$ cat src/rtl/blk_lock_pkg.sv
// Shared types and constants for the block protection controller.
// Assumes an 8-bit feature data path and a 3-bit range code.
package blk_lock_pkg;
    localparam int BP_W = 3;

    // Stored protection configuration; reserved bits are not kept.
    typedef struct packed {
        logic            brwd;
        logic [BP_W-1:0] bp;
        logic            inv;
        logic            cmp;
    } lock_cfg_t;

    localparam lock_cfg_t LOCK_CFG_RST = '{brwd: 1'b0, bp: '1, inv: 1'b0, cmp: 1'b0};

    // Assemble the readable protection byte; reserved positions read 0.
    function automatic logic [7:0] lock_to_byte(lock_cfg_t c);
        return {c.brwd, 1'b0, c.bp, c.inv, c.cmp, 1'b0};
    endfunction
endpackage

$ cat src/rtl/blk_lock_row_match.sv
// Combinational locked-range decision for one row address.
// The code space of BP_W bits gives (2**BP_W - 2) fractional regions: code k
// covers 1 / 2**(2**BP_W - 1 - k) of the rows, matched on the top row bits.
// Assumes ROW_W >= 2**BP_W - 2 so every slice is in range.
module blk_lock_row_match #(
    parameter int ROW_W = 18,
    parameter int BP_W  = 3
) (
    input  logic [ROW_W-1:0] row,
    input  logic [BP_W-1:0]  bp,
    input  logic             inv,
    input  logic             cmp,
    output logic             locked
);
    localparam int NCODE = (1 << BP_W) - 1;
    localparam logic [BP_W-1:0] CODE_ALL  = '1;
    localparam logic [BP_W-1:0] CODE_NONE = '0;

    logic [NCODE:0] in_region;

    assign in_region[0]     = 1'b0;
    assign in_region[NCODE] = 1'b1;

    // One slice compare per fractional code: all-ones for top, all-zeros for bottom.
    for (genvar k = 1; k < NCODE; k++) begin : g_code
        localparam int NB = NCODE - k;
        logic top_hit;
        logic bot_hit;
        assign top_hit      = &row[ROW_W-1 -: NB];
        assign bot_hit      = ~|row[ROW_W-1 -: NB];
        assign in_region[k] = inv ? bot_hit : top_hit;
    end

    // Final decision: none and all codes ignore orientation and complement.
    always_comb begin
        if (bp == CODE_NONE)     locked = 1'b0;
        else if (bp == CODE_ALL) locked = 1'b1;
        else                     locked = in_region[bp] ^ cmp;
    end
endmodule

$ cat src/rtl/blk_lock_cfg_reg.sv
// Protection configuration register with hardware freeze.
// Assumes the caller has already decoded the feature address; wr is the
// qualified write strobe. The freeze uses the switch bit held before the write.
module blk_lock_cfg_reg
    import blk_lock_pkg::*;
(
    input  logic            clk,
    input  logic            rst_n,
    input  logic            wr,
    input  logic            wr_brwd,
    input  logic [BP_W-1:0] wr_bp,
    input  logic            wr_inv,
    input  logic            wr_cmp,
    input  logic            wp_n,
    output lock_cfg_t       cfg
);
    logic frozen;

    // Range bits are frozen when the switch is on and the pin is driven low.
    always_comb frozen = cfg.brwd & ~wp_n;

    // Register update: switch bit always writable, range bits only when not frozen.
    always_ff @(posedge clk) begin
        if (!rst_n) begin
            cfg <= LOCK_CFG_RST;
        end else if (wr) begin
            cfg.brwd <= wr_brwd;
            if (!frozen) begin
                cfg.bp  <= wr_bp;
                cfg.inv <= wr_inv;
                cfg.cmp <= wr_cmp;
            end
        end
    end
endmodule

$ cat src/rtl/blk_lock_status.sv
// Write-enable latch, busy flag and fail flags with request arbitration.
// Per-cycle priority: device reset, completion, grant/reject, enable strobes.
// Assumes op_done is only meaningful while busy.
module blk_lock_status (
    input  logic clk,
    input  logic rst_n,
    input  logic wel_set,
    input  logic wel_clr,
    input  logic dev_reset,
    input  logic op_valid,
    input  logic op_erase,
    input  logic row_locked,
    input  logic op_done,
    output logic op_grant,
    output logic wel,
    output logic oip,
    output logic prog_fail,
    output logic erase_fail
);
    logic can_start;
    logic reject;

    // Request qualification against latch, busy flag and lock decision.
    always_comb begin
        can_start = op_valid & wel & ~oip;
        op_grant  = can_start & ~row_locked;
        reject    = can_start & row_locked;
    end

    // Status state update in priority order.
    always_ff @(posedge clk) begin
        if (!rst_n) begin
            wel        <= 1'b0;
            oip        <= 1'b0;
            prog_fail  <= 1'b0;
            erase_fail <= 1'b0;
        end else if (dev_reset) begin
            wel <= 1'b0;
            oip <= 1'b0;
            if (!oip) begin
                prog_fail  <= 1'b0;
                erase_fail <= 1'b0;
            end
        end else if (op_done && oip) begin
            oip <= 1'b0;
            wel <= 1'b0;
        end else if (op_grant) begin
            oip        <= 1'b1;
            prog_fail  <= 1'b0;
            erase_fail <= 1'b0;
        end else if (reject) begin
            wel <= 1'b0;
            if (op_erase) erase_fail <= 1'b1;
            else          prog_fail  <= 1'b1;
        end else if (wel_set) begin
            wel <= 1'b1;
        end else if (wel_clr) begin
            wel <= 1'b0;
        end
    end
endmodule

$ cat src/rtl/blk_lock_ctrl.sv
// Top of the block protection controller: feature decode, read mux,
// configuration register, row range decision and status sequencer.
// Assumes at most one command strobe per cycle from the host side.
module blk_lock_ctrl #(
    parameter int          ROW_W     = 18,
    parameter logic [7:0]  LOCK_ADDR = 8'hA0,
    parameter logic [7:0]  STAT_ADDR = 8'hC0
) (
    input  logic             clk,
    input  logic             rst_n,
    input  logic             feat_wr_en,
    input  logic [7:0]       feat_addr,
    input  logic [7:0]       feat_wdata,
    input  logic [7:0]       feat_rd_addr,
    output logic [7:0]       feat_rdata,
    input  logic             wp_n,
    input  logic             wel_set_cmd,
    input  logic             wel_clr_cmd,
    input  logic             dev_reset_cmd,
    input  logic             op_valid,
    input  logic             op_erase,
    input  logic [ROW_W-1:0] op_row,
    input  logic             op_done,
    output logic             op_grant,
    output logic             op_locked,
    output logic             wel,
    output logic             oip,
    output logic             prog_fail,
    output logic             erase_fail
);
    import blk_lock_pkg::*;

    lock_cfg_t lock_cfg;
    logic      lock_wr;
    logic      unused_rsvd;

    // Address qualification of the protection byte write.
    always_comb lock_wr = feat_wr_en && (feat_addr == LOCK_ADDR);

    // Reserved data bits are dropped on purpose.
    assign unused_rsvd = feat_wdata[6] ^ feat_wdata[0];

    blk_lock_cfg_reg i_cfg (
        .clk     (clk),
        .rst_n   (rst_n),
        .wr      (lock_wr),
        .wr_brwd (feat_wdata[7]),
        .wr_bp   (feat_wdata[5:3]),
        .wr_inv  (feat_wdata[2]),
        .wr_cmp  (feat_wdata[1]),
        .wp_n    (wp_n),
        .cfg     (lock_cfg)
    );

    blk_lock_row_match #(.ROW_W(ROW_W), .BP_W(BP_W)) i_match (
        .row    (op_row),
        .bp     (lock_cfg.bp),
        .inv    (lock_cfg.inv),
        .cmp    (lock_cfg.cmp),
        .locked (op_locked)
    );

    blk_lock_status i_stat (
        .clk        (clk),
        .rst_n      (rst_n),
        .wel_set    (wel_set_cmd),
        .wel_clr    (wel_clr_cmd),
        .dev_reset  (dev_reset_cmd),
        .op_valid   (op_valid),
        .op_erase   (op_erase),
        .row_locked (op_locked),
        .op_done    (op_done),
        .op_grant   (op_grant),
        .wel        (wel),
        .oip        (oip),
        .prog_fail  (prog_fail),
        .erase_fail (erase_fail)
    );

    // Feature read mux; unmapped addresses return zero.
    always_comb begin
        if (feat_rd_addr == LOCK_ADDR)      feat_rdata = lock_to_byte(lock_cfg);
        else if (feat_rd_addr == STAT_ADDR) feat_rdata = {4'b0000, prog_fail, erase_fail, wel, oip};
        else                                feat_rdata = 8'h00;
    end
endmodule

$ cat config.mk
export PLATFORM = sky130hd
export DESIGN_NAME = blk_lock_ctrl
export DESIGN_NICKNAME = d
export VERILOG_FILES = /design/src/rtl/blk_lock_pkg.sv /design/src/rtl/blk_lock_row_match.sv /design/src/rtl/blk_lock_cfg_reg.sv /design/src/rtl/blk_lock_status.sv /design/src/rtl/blk_lock_ctrl.sv
export SDC_FILE = /design/constraint.sdc
export NUM_CORES = 1
export LEC_CHECK = 0
export CORE_ASPECT_RATIO = 0.6
export CORE_MARGIN = 2
export CORE_UTILIZATION = 29
export CTS_BUF_LIST = sky130_fd_sc_hd__clkbuf_4 sky130_fd_sc_hd__clkbuf_8 sky130_fd_sc_hd__clkbuf_16
export CTS_CLUSTER_SIZE = 10
export DETAILED_ROUTE_END_ITERATION = 16
export HOLD_SLACK_MARGIN = 0.12
export PLACE_DENSITY = 0.86
export SYNTH_ARGS = -nofsm -noshare
export SYNTH_HDL_FRONTEND = slang
export SYNTH_SLANG_ARGS = --single-unit
$ cat constraint.sdc
create_clock -name clk -period 2.3 [get_ports clk]
set_input_delay 0.575 -clock clk [delete_from_list [all_inputs] [get_ports clk]]
set_output_delay 0.575 -clock clk [all_outputs]
set_load 0.05 [all_outputs]
Word level (Yosys, flattened, before mapping)
Index checks and enable logic that the tools add are counted.
- equality and inequality tests: 7
- multiplexer cells: 26
- bitwise logic cells: 12
- magnitude comparators: 1
- reduce and logical (&&, ||, !) cells: 27
- operator list (cell ; count):
    8-bit equality test (second input constant) ; 3
    1-bit 2-to-1 mux ; 23
    4-bit AND reduction ; 3
    3-bit nonzero test ; 3
    8-bit 2-to-1 mux ; 1
    1-bit zero test ; 6
    1-bit inverter ; 6
    2-bit AND reduction ; 3
    6-bit AND reduction ; 1
    3-bit OR reduction ; 2
    6-bit OR reduction ; 1
    1-bit AND ; 5
    5-bit AND reduction ; 1
    5-bit OR reduction ; 1
    3-bit by 4-bit < comparator with 1-bit output (second input constant) ; 1
    4-bit 2-to-1 mux ; 1
    2-bit != test (second input constant) ; 2
    4-bit OR reduction ; 1
    1-bit binary-select mux with 3-bit select ; 1
    3-bit equality test (second input constant) ; 1
    3-bit zero test ; 1
    3-bit by 2-bit != test with 1-bit output (second input constant) ; 1
    3-bit AND reduction ; 1
    1-bit logical AND ; 2
    other kinds (2) ; 2
- input bits: 52
- register bits after elaboration: 10

Depth between registers and ports, before layout
Gate-level depths: netlist (run 1).
- depth in word-level cells: 13
- gate-level depth with buffers: 7

By module
A second synthesis (run 1) with hierarchy kept.
- cell total of the unflattened synthesis: 98
- area, all modules: 783.3 µm²
- modules (own cells, without submodules) (module ; cells an instance ; times used ; area each (µm²) ; seq. area each (µm²)):
    blk_lock_cfg_reg ; 26 ; 1 ; 250.2 ; 120.1
    blk_lock_status ; 24 ; 1 ; 201.4 ; 80.1
    blk_lock_row_match ; 28 ; 1 ; 192.7 ; 0.0
    blk_lock_ctrl ; 20 ; 1 ; 138.9 ; 0.0

Worst setup path after synthesis (run 1)
No wires, ideal clock.
- kind: input -> output
- from: in op_row[14]
- to: out op_grant
- data arrival time: 2686 ps
- buffers on the path: 0
- setup slack: -961 ps
- cell stages on the path: 6
- cells stage by stage: xnor2_1 -> o211a_1 -> o41ai_4 -> nor2_4 -> mux2i_2 -> nor3_1
- cells in the longest elaborated chain, start to end: 10
- elaborated cells between the ends (all ways): 19
- those cells by class: mux: 7; bitwise: 3; reduce/logical: 9
- ends and longest elaborated chain (item ; line ; RTL):
    from (decl) ; blk_lock_ctrl.sv:22 ; input logic [ROW_W-1:0] op_row,
    6-bit OR reduction, or another cell as far along ; blk_lock_row_match.sv:30 ; assign bot_hit = ~|row[ROW_W-1 -: NB];
    1-bit zero test ; blk_lock_row_match.sv:30 ;
    1-bit 2-to-1 mux ; blk_lock_row_match.sv:31 ; assign in_region[k] = inv ? bot_hit : top_hit;
    1-bit binary-select mux with 3-bit select * ; blk_lock_row_match.sv:38 ; else locked = in_region[bp] ^ cmp;
    1-bit 2-to-1 mux (implied by the code) * ; blk_lock_row_match.sv:38 ;
    1-bit bitwise XOR * ; blk_lock_row_match.sv:38 ;
    1-bit 2-to-1 mux * ; blk_lock_row_match.sv:37 ; else if (bp == CODE_ALL) locked = 1'b1;
    1-bit 2-to-1 mux * ; blk_lock_row_match.sv:36 ; if (bp == CODE_NONE) locked = 1'b0;
    1-bit inverter * ; blk_lock_status.sv:26 ; op_grant = can_start & ~row_locked;
    1-bit AND * ; blk_lock_status.sv:26 ;
    to (decl) ; blk_lock_ctrl.sv:24 ; output logic op_grant,
Every way passes the cells marked *; elsewhere a longest branch is shown, timed or not. The select of a mux whose other input is x is not followed.

Worst setup path in the final report (run 1)
- from: in op_row[13]
- to: out op_locked
- cells in the longest elaborated chain, start to end: 8
- elaborated cells between the ends (all ways): 13
- those cells by class: mux: 6; bitwise: 1; reduce/logical: 6
- ends and longest elaborated chain (item ; line ; RTL):
    6-bit OR reduction or 5-bit OR reduction (tied branches) ; blk_lock_row_match.sv:30 ;
    1-bit zero test ; blk_lock_row_match.sv:30 ;
    1-bit 2-to-1 mux ; blk_lock_row_match.sv:31 ;
    1-bit binary-select mux with 3-bit select * ; blk_lock_row_match.sv:38 ;
    1-bit 2-to-1 mux (implied by the code) * ; blk_lock_row_match.sv:38 ;
    1-bit bitwise XOR * ; blk_lock_row_match.sv:38 ;
    1-bit 2-to-1 mux * ; blk_lock_row_match.sv:37 ;
    1-bit 2-to-1 mux * ; blk_lock_row_match.sv:36 ;
    to (decl) ; blk_lock_ctrl.sv:25 ; output logic op_locked,
Marks and branches as above.

==> qor.yml, run 1 <==
outcome: "finished, violations left"
failed_checks: "setup timing"
report.final.slew_viol_count: 0
viasPerCell: 5.22
portBuffers: 50
clk_pin_slew_ps: 40
root_buffer: "clkbuf_8"
wl_per_cell_um: 14.6
relSlewSlack: 0.618
htreeDepth: 1
synth_ff_type: "dfxtp_1"
power.density_nw_per_um2: 298
area_delta_synth_final_pct: 115
core-area_um2: 2540
antenna_cells: 0
routed_wl_mm: 2.83
p_leak_nw: 0.725
final_layout_size_suffix_gt1_frac: 0.346
gr-total-overflow: 0
layout_common_cells: "clkdlybuf4s50_1, buf_4, dfxtp_1, buf_12, nor2_1"
syn_area_um2: 787
fmax_mhz: 368
finalClockSkew_ps: 0.814
num_io_pins: 66
crit_fanout: 3
hold_depth: 2
worst_slew_pin_slew_ps: 569
hp-start: "i_cfg.cfg[5]"
finalSetupViolations: 2
fin_crit_sh: 1.18
ir_worst_vdd_mv: 0.168
setup_tns_ps: -791
grt_pass1_vias: 903
nets: 216
start_util: 0.310
final_common_cell: "clkdlybuf4s50_1"
hold_viol: 0
startpoint_type: "primary input"
crit_arrival_ps: 2150
timing.rr.end: "i_stat.oip"
async_reset_ff_frac: 0
num_rows: 14
synth-edff-count: 0
vias: 1012
rsz0062_at_grt: "yes"
yosys_warnings: 0
end_kind: "output port"
crit_chain: "buf_6, xnor2_2, o211a_1, o41ai_4, nor2_4, mux2i_4, or2_4, buf_12"
worstRegToRegCells: 7
synth.avg_cell_area_um2: 8.20
timing.final.ws_setup_ps: -421
die_x_um: 71.3
insertion_delay_ps: 230
fin_util: 0.666
yosysUniqueCellTypes: 40
grt_pass1_wl_mm: 3.97
maxCapViolations: 0
min_path_type: "reg -> reg"
route.detailed.drc: 0
fp.dieH_um: 44.4
finalCriticalPeriod_ps: 2720
yosysSeqAreaShare: 0.254
path_class: "in -> out"
grt_antenna_before_repair: 0
rr_startpoint: "i_cfg.cfg[1]"
synth_fp_nets: 148
cp_slowest_cell: "o41ai_4"
cts_tree: "done"
cts.sinks: 10
r2r_slack_ps: 320
cts_buffer_depth: 2
grt_max_degree: 9
drt_first_iter_violations: 54
ys_seq_elements: 10
drtPass1Iterations: 4
worstPathRequired_ps: 1730
hpwl_mm: 2.02
synth_cells: 96
ant_nets: 0
cp_slowest_stage_delay_ps: 370
min_to: "i_cfg.cfg[5]"
grt_use_total: 0.163
numCtsBuffers: 3
place_ws_ps: -793
die-area_um2: 3160
gp_congestion: 0.798
## final cells by class
class / count / area (µm²)
Sequential cell: 10 / 201
Fill cell: 167 / 850
Timing Repair Buffer: 66 / 714
Tap cell: 32 / 40.0
Multi-Input combinational cell: 77 / 671
Clock buffer: 3 / 41.3
Inverter: 6 / 22.5
## critical path: cells and delay by family
kind                   cells  cell delay, ps
AO/OA/AOI/OAI              2             610
AND/OR/NAND/NOR            2             380
buffers and inverters      2             260
multiplexers               1             210
XOR/XNOR                   1             120
## flip-flops by register name (all words and copies together), names as in the netlist
name and count:
i_stat.prog_fail 1, i_stat.wel 1, i_stat.erase_fail 1, i_cfg.cfg 6, i_stat.oip 1
## timing repair
action                     4_1_cts  5_1_grt
setup buffers                    1        3
resized for setup               39       12
pin swaps                       12       11
setup endpoints to repair       13       10
hold endpoints to repair         0        0
hold buffers                     0        0
## power by group
group	internal [W]	switching, W	leakage (nW)
Clock	0.000114	0.0000635	0.0216
Combinational	0.0000882	0.0000592	0.622
Sequential	0.000176	0.00000281	0.0815
## how the worst max path moves through the flow
stage | endpoint | cells past startpoint | slack [ps] | startpoint
after floorplan | op_grant | 6 | -310 | op_row[14]
after global placement | op_locked | 8 | -760 | op_row[14]
after detailed placement | op_locked | 8 | -790 | op_row[14]
after CTS | op_locked | 8 | -510 | op_row[14]
after global routing | op_locked | 8 | -470 | op_row[14]
final | op_locked | 8 | -420 | op_row[13]
## cell usage after synthesis, types with 2 or more instances
| cell | instances | share of area |
|---|---|---|
| nor2b_1 | 5 | 0.040 |
| o31a_1 | 2 | 0.022 |
| mux2i_1 | 6 | 0.076 |
| nand3b_1 | 2 | 0.019 |
| xor2_1 | 3 | 0.033 |
| nand2_1 | 5 | 0.024 |
| mux2i_2 | 2 | 0.035 |
| a22oi_1 | 3 | 0.029 |
| a21oi_1 | 4 | 0.025 |
| nor2_1 | 9 | 0.043 |
| inv_1 | 6 | 0.029 |
| nor4b_1 | 2 | 0.022 |
| o41ai_1 | 2 | 0.022 |
| nor4_1 | 2 | 0.016 |
| and3_1 | 4 | 0.032 |
| dfxtp_1 | 10 | 0.25 |
| o21ai_0 | 6 | 0.038 |
## metal layers
metal / vias up / GRT usage / routed length (µm)
met1: 474 / 0.200 / 1170
met4: 0 / 0.0792 / 35
met5: - / 0 / 0
met2: 51 / 0.272 / 1360
met3: 5 / 0.0410 / 258
li1: 482 / - / -
## metrics by stage
step	total power, W	hold WS [ps]	instance area, µm²	instances
6_report	0.000504	563	1690	194
5_1_grt	0.000524	615	1690	194
4_1_cts	0.000497	557	1640	191
3_5_place_dp	0.000312	547	1500	187
3_3_place_gp	0.000309	525	1500	187
2_1_floorplan	0.000229	497	801	96
## cells by family (layout without fill, tap and decap cells)
family                 Yosys count  in the layout  share of synthesized area
AND/OR/NAND/NOR                 39             39                      0.285
AO/OA/AOI/OAI                   25             25                      0.242
flip-flops                      10             10                      0.254
buffers and inverters            9             75                     0.0588
multiplexers                     8              8                      0.111
XOR/XNOR                         4              4                     0.0445
other                            1              1                    0.00476
(Power assumes the default switching activity.)
==> run 2, diff against run 1 <==
CAP_MARGIN = 20   (was default)
==> results of run 2 <==
Same layout as run 1: the final DEF is identical, and so are final timing and power.
